[src/rtl/lds_pkg.sv]
// Shared types for the lens DAC step sequencer.
// Holds the phase encoding seen on the seq_phase port and the register
// select codes decoded by the write port.
package lds_pkg;

    typedef enum logic [1:0] {
        PH_IDLE   = 2'd0,
        PH_DIRECT = 2'd1,
        PH_STEP   = 2'd2,
        PH_FINAL  = 2'd3
    } phase_t;

    localparam logic [2:0] SEL_PT_A = 3'b001;
    localparam logic [2:0] SEL_PT_B = 3'b010;
    localparam logic [2:0] SEL_PT_C = 3'b011;
    localparam logic [2:0] SEL_STEP = 3'b111;

endpackage

[src/rtl/lds_regs.sv]
// Register file for the sequencer: three points and the step-control byte.
// Assumes wr_data is at least TIME_W+RES_W bits wide. Point writes are
// dropped while lock is high; the step byte is always writable. Zero step
// fields are presented as 1 so the downstream logic never sees 0.
module lds_regs #(
    parameter int CODE_W = 10,
    parameter int TIME_W = 5,
    parameter int RES_W  = 3
) (
    input  logic              clk,
    input  logic              rst_n,
    input  logic              wr_en,
    input  logic [2:0]        wr_sel,
    input  logic [CODE_W-1:0] wr_data,
    input  logic              lock,
    output logic [CODE_W-1:0] pt_a,
    output logic [CODE_W-1:0] pt_b,
    output logic [CODE_W-1:0] pt_c,
    output logic [TIME_W-1:0] step_ticks,
    output logic [RES_W-1:0]  step_incr
);
    import lds_pkg::*;

    localparam int CTL_W = TIME_W + RES_W;

    logic [CTL_W-1:0] ctl_q;
    logic [TIME_W-1:0] raw_ticks;
    logic [RES_W-1:0]  raw_incr;

    // Point registers: decode the select, honour the lock.
    always_ff @(posedge clk) begin
        if (!rst_n) begin
            pt_a <= '0;
            pt_b <= '0;
            pt_c <= '0;
        end else if (wr_en && !lock) begin
            if (wr_sel == SEL_PT_A) pt_a <= wr_data;
            if (wr_sel == SEL_PT_B) pt_b <= wr_data;
            if (wr_sel == SEL_PT_C) pt_c <= wr_data;
        end
    end

    // Step-control byte: low field is tick count, high field is increment.
    always_ff @(posedge clk) begin
        if (!rst_n) begin
            ctl_q <= '0;
        end else if (wr_en && wr_sel == SEL_STEP) begin
            ctl_q <= wr_data[CTL_W-1:0];
        end
    end

    assign raw_ticks = ctl_q[TIME_W-1:0];
    assign raw_incr  = ctl_q[CTL_W-1:TIME_W];

    // Replace invalid zero settings with the smallest legal value.
    assign step_ticks = (raw_ticks == '0) ? TIME_W'(1) : raw_ticks;
    assign step_incr  = (raw_incr == '0) ? RES_W'(1) : raw_incr;

endmodule

[src/rtl/lds_step_timer.sv]
// Step period timer: a prescaler making one tick per CLKS_PER_TICK clocks,
// and a down-counter of whole ticks. load restarts both, so the period
// after a load is exactly ticks*CLKS_PER_TICK clocks. expire is high in
// the last clock of the period. Assumes ticks is never 0 when loaded.
module lds_step_timer #(
    parameter int TIME_W        = 5,
    parameter int CLKS_PER_TICK = 2500
) (
    input  logic              clk,
    input  logic              rst_n,
    input  logic              load,
    input  logic [TIME_W-1:0] ticks,
    output logic              expire
);
    localparam int PRE_W = (CLKS_PER_TICK > 1) ? $clog2(CLKS_PER_TICK) : 1;
    localparam logic [PRE_W-1:0]  PRE_LAST = PRE_W'(CLKS_PER_TICK - 1);
    localparam logic [PRE_W-1:0]  PRE_ONE  = PRE_W'(1);
    localparam logic [TIME_W-1:0] LEFT_ONE = TIME_W'(1);

    logic [PRE_W-1:0]  pre_q;
    logic [TIME_W-1:0] left_q;
    logic              tick_end;

    assign tick_end = (pre_q == PRE_LAST);
    assign expire   = tick_end && (left_q == LEFT_ONE);

    // Prescaler and tick counter; load wins over counting.
    always_ff @(posedge clk) begin
        if (!rst_n) begin
            pre_q  <= '0;
            left_q <= '0;
        end else if (load) begin
            pre_q  <= '0;
            left_q <= ticks;
        end else if (left_q != '0) begin
            if (tick_end) begin
                pre_q  <= '0;
                left_q <= left_q - LEFT_ONE;
            end else begin
                pre_q <= pre_q + PRE_ONE;
            end
        end
    end

endmodule

[src/rtl/lds_seq_fsm.sv]
// Phase controller and staircase generator. Picks the phase from the
// present code against the points, adds the increment on each timer
// expiry with a clamp at the float point, and models the final approach
// as one move to the target. Assumes points are stable while busy.
module lds_seq_fsm #(
    parameter int CODE_W = 10,
    parameter int RES_W  = 3
) (
    input  logic              clk,
    input  logic              rst_n,
    input  logic              seq_en,
    input  logic              mode_sel,
    input  logic [CODE_W-1:0] ref_code,
    input  logic [CODE_W-1:0] pt_a,
    input  logic [CODE_W-1:0] pt_b,
    input  logic [CODE_W-1:0] pt_c,
    input  logic [RES_W-1:0]  step_incr,
    input  logic              step_expire,
    output logic [CODE_W-1:0] dac_code,
    output logic [1:0]        seq_phase,
    output logic              seq_done,
    output logic              busy,
    output logic              timer_load
);
    import lds_pkg::*;

    phase_t            ph_q;
    logic [CODE_W-1:0] dac_q;
    logic              done_q;
    logic [CODE_W:0]   sum_w;
    logic [CODE_W-1:0] next_step;
    logic              ref_zero;
    logic              start_ok;

    // Next staircase code, widened by one bit so the clamp sees overflow.
    assign sum_w     = {1'b0, dac_q} + {{(CODE_W + 1 - RES_W){1'b0}}, step_incr};
    assign next_step = (sum_w >= {1'b0, pt_b}) ? pt_b : sum_w[CODE_W-1:0];

    assign ref_zero = (ref_code == '0);
    assign start_ok = seq_en && mode_sel &&
                      (!ref_zero || (pt_b != '0 && pt_c != '0));

    assign timer_load = (ph_q == PH_DIRECT) || (ph_q == PH_STEP && step_expire);
    assign busy       = (ph_q != PH_IDLE) && !done_q;

    // Phase, code and done registers.
    always_ff @(posedge clk) begin
        if (!rst_n) begin
            ph_q   <= PH_IDLE;
            dac_q  <= '0;
            done_q <= 1'b0;
        end else if (!seq_en) begin
            ph_q   <= PH_IDLE;
            done_q <= 1'b0;
        end else begin
            case (ph_q)
                PH_IDLE: begin
                    if (start_ok) begin
                        if (!ref_zero) begin
                            ph_q <= PH_FINAL;
                        end else begin
                            ph_q  <= PH_DIRECT;
                            dac_q <= (pt_a != '0) ? pt_a : pt_b;
                        end
                    end
                end
                PH_DIRECT: begin
                    ph_q <= (dac_q < pt_b) ? PH_STEP : PH_FINAL;
                end
                PH_STEP: begin
                    if (step_expire) begin
                        dac_q <= next_step;
                        if (next_step == pt_b) ph_q <= PH_FINAL;
                    end
                end
                PH_FINAL: begin
                    if (!done_q) begin
                        dac_q  <= pt_c;
                        done_q <= 1'b1;
                    end
                end
                default: ph_q <= PH_IDLE;
            endcase
        end
    end

    assign dac_code  = dac_q;
    assign seq_phase = ph_q;
    assign seq_done  = done_q;

endmodule

[src/rtl/lens_dac_sequencer.sv]
// Top of the lens DAC step sequencer. Connects the register file, the
// step timer and the phase controller. CLKS_PER_TICK is the number of
// system clocks in one 50 us tick; the default assumes a 50 MHz clock.
module lens_dac_sequencer #(
    parameter int CODE_W        = 10,
    parameter int TIME_W        = 5,
    parameter int RES_W         = 3,
    parameter int CLKS_PER_TICK = 2500
) (
    input  logic              clk,
    input  logic              rst_n,
    input  logic              seq_en,
    input  logic              mode_sel,
    input  logic [CODE_W-1:0] ref_code,
    input  logic              wr_en,
    input  logic [2:0]        wr_sel,
    input  logic [CODE_W-1:0] wr_data,
    output logic [CODE_W-1:0] dac_code,
    output logic [1:0]        seq_phase,
    output logic              seq_done
);
    logic [CODE_W-1:0] pt_a;
    logic [CODE_W-1:0] pt_b;
    logic [CODE_W-1:0] pt_c;
    logic [TIME_W-1:0] step_ticks;
    logic [RES_W-1:0]  step_incr;
    logic              seq_busy;
    logic              timer_load;
    logic              step_expire;

    lds_regs #(
        .CODE_W(CODE_W),
        .TIME_W(TIME_W),
        .RES_W (RES_W)
    ) u_regs (
        .clk       (clk),
        .rst_n     (rst_n),
        .wr_en     (wr_en),
        .wr_sel    (wr_sel),
        .wr_data   (wr_data),
        .lock      (seq_busy),
        .pt_a      (pt_a),
        .pt_b      (pt_b),
        .pt_c      (pt_c),
        .step_ticks(step_ticks),
        .step_incr (step_incr)
    );

    lds_step_timer #(
        .TIME_W       (TIME_W),
        .CLKS_PER_TICK(CLKS_PER_TICK)
    ) u_timer (
        .clk   (clk),
        .rst_n (rst_n),
        .load  (timer_load),
        .ticks (step_ticks),
        .expire(step_expire)
    );

    lds_seq_fsm #(
        .CODE_W(CODE_W),
        .RES_W (RES_W)
    ) u_fsm (
        .clk        (clk),
        .rst_n      (rst_n),
        .seq_en     (seq_en),
        .mode_sel   (mode_sel),
        .ref_code   (ref_code),
        .pt_a       (pt_a),
        .pt_b       (pt_b),
        .pt_c       (pt_c),
        .step_incr  (step_incr),
        .step_expire(step_expire),
        .dac_code   (dac_code),
        .seq_phase  (seq_phase),
        .seq_done   (seq_done),
        .busy       (seq_busy),
        .timer_load (timer_load)
    );

endmodule

[config.mk]
export PLATFORM = sky130hd
export DESIGN_NAME = lens_dac_sequencer
export DESIGN_NICKNAME = d
export VERILOG_FILES = /design/src/rtl/lds_pkg.sv /design/src/rtl/lds_regs.sv /design/src/rtl/lds_step_timer.sv /design/src/rtl/lds_seq_fsm.sv /design/src/rtl/lens_dac_sequencer.sv
export SDC_FILE = /design/constraint.sdc
export NUM_CORES = 1
export LEC_CHECK = 0
export ABC_AREA = 1
export CAP_MARGIN = 15
export CORE_ASPECT_RATIO = 2
export CORE_MARGIN = 10
export CORE_UTILIZATION = 40
export DETAILED_ROUTE_END_ITERATION = 12
export PLACE_DENSITY = 0.58
export SKIP_LAST_GASP = 1
export SYNTH_ARGS = -nofsm -noshare
export SYNTH_HDL_FRONTEND = slang
export SYNTH_SLANG_ARGS = --single-unit
[constraint.sdc]
create_clock -name clk -period 3 [get_ports clk]
set_input_delay 0.3 -clock clk [delete_from_list [all_inputs] [get_ports clk]]
set_output_delay 0.3 -clock clk [all_outputs]
set_load 0.02 [all_outputs]
==> reports/qor.yml <==
outcome:
  status: "complete, but fails checks"
  failed_checks: "negative setup slack"
grt:
  grt_pass1_vias: 4456
  grt_max_degree: 33
  grt_use_total_pct: 17.1
  overflow: 0
  antenna_found_initial: 0
  grt_pass1_wl_mm: 21.4
detailed_routing:
  drt_iter0_markers: 195
  dr.pass1.iters: 5
  vias: 4555
  final_antenna_net_count: 0
  viasPerCell: 5.28
  wire_per_inst_um: 15.8
  drcViolationCount: 0
  drt_wl_total_mm: 13.6
floorplanning:
  rows: 53
  fp.dieW_um: 93.4
  start_util_pct: 40.9
  num_io_pins: 41
  dieArea_um2: 15600
  coreArea_um2: 10500
  die_h_um: 167
worst_hold_path:
  hold_class: "flip-flop to flip-flop"
  min_from: "u_regs.pt_a[8]"
timing:
  rsz0062_at_grt: "yes"
  fmax_ghz: 0.312
  tightest_slew_ps: 726
  period_minus_slack_ps: 3210
  fin_ws_ps: -209
  relSlewSlack_pct: 51.4
  report.final.setup_viol: 11
  fin_skew_ps: 7.13
  fin_crit_sh_pct: 107
  hold_violations: 0
  maxSlewViolCount: 0
yosys:
  ys_ff_latch: 68
  synthSimpleGateAreaFrac_pct: 31.0
  syn-num-nets: 703
  netlist_instances: 643
  muxShareOfSynthArea_pct: 0
  yosysWarningCount: 0
  ys_seq_area_share_pct: 31.6
  synth.distinct_cells: 39
  synth_top_area_cell: "dfxtp_1"
  postSynthAreaPerCell_um2: 6.71
  netlist_area_um2: 4310
  synth_area_leaders: "dfxtp_1 (32%), nand2_1 (9.5%), ha_1 (9.0%), nor2_1 (8.7%), o21ai_0 (7.3%)"
  yosys.area.top_type_share_pct: 31.6
  synth_top_family_by_area: "simple AND/OR/NAND/NOR gates"
  synthAdderAreaFrac_pct: 9.46
  synth-compound-area-share_pct: 17.7
  synth-xor-area-share_pct: 1.02
cts:
  htree_levels: 3
  cts.sinks: 68
  cts_buffers: 9
  path_clk_slew_ps: 70
  cts_buffer_depth: 2
  cts_root_buffer: "clkbuf_16"
  cts_tree: "done"
  clk_latency_ps: 340
critical_path:
  crit-reg2reg-launch: "u_regs.ctl_q[7]"
  slowest_stage: "fa_2"
  worstSetupStartpoint: "u_regs.ctl_q[7]"
  required_ps: 3280
  crit_fanout: 7
  crit_path_frequent_cell: "nand2_1"
  critPathMaxStageDelay_ps: 360
  path_class: "flip-flop to flip-flop"
  crit_family: "simple AND/OR/NAND/NOR gates"
  startpoint_type: "flip-flop"
  cp.arrival_ps: 3480
  critPathBufInv: 4
  crit_path_end_kind: "flip-flop"
finish:
  diodes: 0
  areaGrowthSynthToFinish_pct: 31.7
  drive_gt1_share_pct: 16.0
  fill_cells: 1013
  final_nets: 780
placement:
  io_buffers: 40
  routabilityCongestion: 0.875
  dpl.hpwl_mm: 10.7
  pre_cts_slack_ps: -296
pwr:
  power.total_mw: 2.93
  power.leakage_nw: 2.43
  irDropWorstVdd_v: 0.000367
  power.density_nw_per_um2: 515
flow_run:
  drv_cap: 0
[repair_timing]
action | in CTS | in global routing
hold buffers | 0 | 0
endpoints found under the setup margin | 7 | 12
pin swaps | 18 | 28
buffers inserted | 3 | 8
gates resized for setup | 15 | 37
hold endpoints to repair | 0 | 0
gates cloned | 1 | 1
[logic make-up after synthesis]
logic type,after synthesis
xor gates and xnor gates,5
AOI/OAI and AO/OA,137
DFF,68
and+or+nand+nor,301
adders and majority gates,32
buffers and inverters,100
[per-layer routing]
metal	vias to the layer above	GRT usage [%]	share of wire [%]
li1	2318	-	-
met1	2088	17.2	37
met2	103	31.3	54
met3	46	2.66	2.8
met4	0	10.5	5.8
met5	-	0	0
[worst paths after layout]
check	end	slack [ps]	cells past startpoint
min reg2reg	u_regs.pt_a[8]	470	2
max	u_fsm.seq_phase[1]	-210	28
max reg2reg	u_fsm.seq_phase[1]	-210	28
min	u_regs.pt_a[8]	470	2
[worst min-delay path: stages, from the launching register on]
cell and delay, ps:
dfxtp_1 310, inv_1 60, a21oi_1 60
[report_power, final]
| group | total, mW | internal (mW) | switching (mW) |
|---|---|---|---|
| combinational | 0.838 | 0.374 | 0.464 |
| sequential | 0.972 | 0.939 | 0.0334 |
| clock | 1.12 | 0.658 | 0.457 |
[stage by stage]
| step | hold slack (ps) | area [um^2] | std cells | TNS, ps | util, % |
|---|---|---|---|---|---|
| 4_1_cts | 468 | 5450 | 853 | -1080 | 51.7 |
| 2_1_floorplan | 435 | 4330 | 643 | 0 | - |
| 3_5_place_dp | 458 | 5060 | 833 | -631 | 48.0 |
| 6_report | 470 | 5680 | 862 | -1750 | 53.9 |
| 3_3_place_gp | 451 | 5060 | 833 | -302 | 48.0 |
| 5_1_grt | 475 | 5680 | 862 | -4490 | 53.9 |
[sequential cells by signal, summed over array words and instances, names as in the netlist]
| name | count |
|---|---|
| u_timer.pre_q | 12 |
| u_regs.pt_b | 10 |
| u_timer.left_q | 5 |
| u_regs.pt_a | 10 |
| u_fsm.seq_done | 1 |
| u_fsm.seq_phase | 2 |
| u_fsm.dac_code | 10 |
| u_regs.ctl_q | 8 |
| u_regs.pt_c | 10 |
[layout by cell type, fill, tap and decap left out, types with 2 or more instances in the layout]
master / count
nand2_1: 96
nor2_1: 92
inv_1: 69
dfxtp_1: 65
o21ai_0: 62
clkdlybuf4s50_1: 40
buf_4: 39
a21oi_1: 37
ha_1: 28
nand3_1: 27
nand4_1: 21
nand2_2: 15
nor3_1: 12
nor4_1: 12
a22oi_1: 10
clkbuf_16: 10
inv_2: 7
a211oi_1: 7
nor2_2: 7
buf_6: 6
nor3b_1: 5
o21ai_1: 5
nand3b_1: 3
nand2_4: 3
o21a_1: 3
o211ai_1: 3
inv_6: 3
dfxtp_2: 3
nor2_4: 2
nand3_2: 2
xor2_1: 2
a21oi_2: 2
a211oi_2: 2
xnor2_1: 2
ha_4: 2
clkinvlp_4: 2
[Yosys cell counts, drive strengths merged]
master	n
nand2	115
nor2	101
inv	77
dfxtp	68
o21ai	68
a21oi	39
ha	31
nand3	30
nand4	21
clkbuf	15
nor3	12
nor4	12
a22oi	10
a211oi	9
buf	7
nor3b	5
nand3b	3
o211ai	3
o21a	3
xnor2	3
xor2	2
a21o	1
a31oi	1
and3	1
clkinv	1
fa	1
nor2b	1
o2111a	1
o2111ai	1
o21bai	1
[cell type report]
type,count,area (um^2),area share [%]
tap,137,171,3.02
inverter,78,298,5.24
sequential,68,1370,24.0
clock buffer,9,225,3.96
clock inverter,7,82.6,1.45
timing repair buffer,88,821,14.4
multi-input combinational,475,2720,47.8
(Power assumes the default switching activity.)
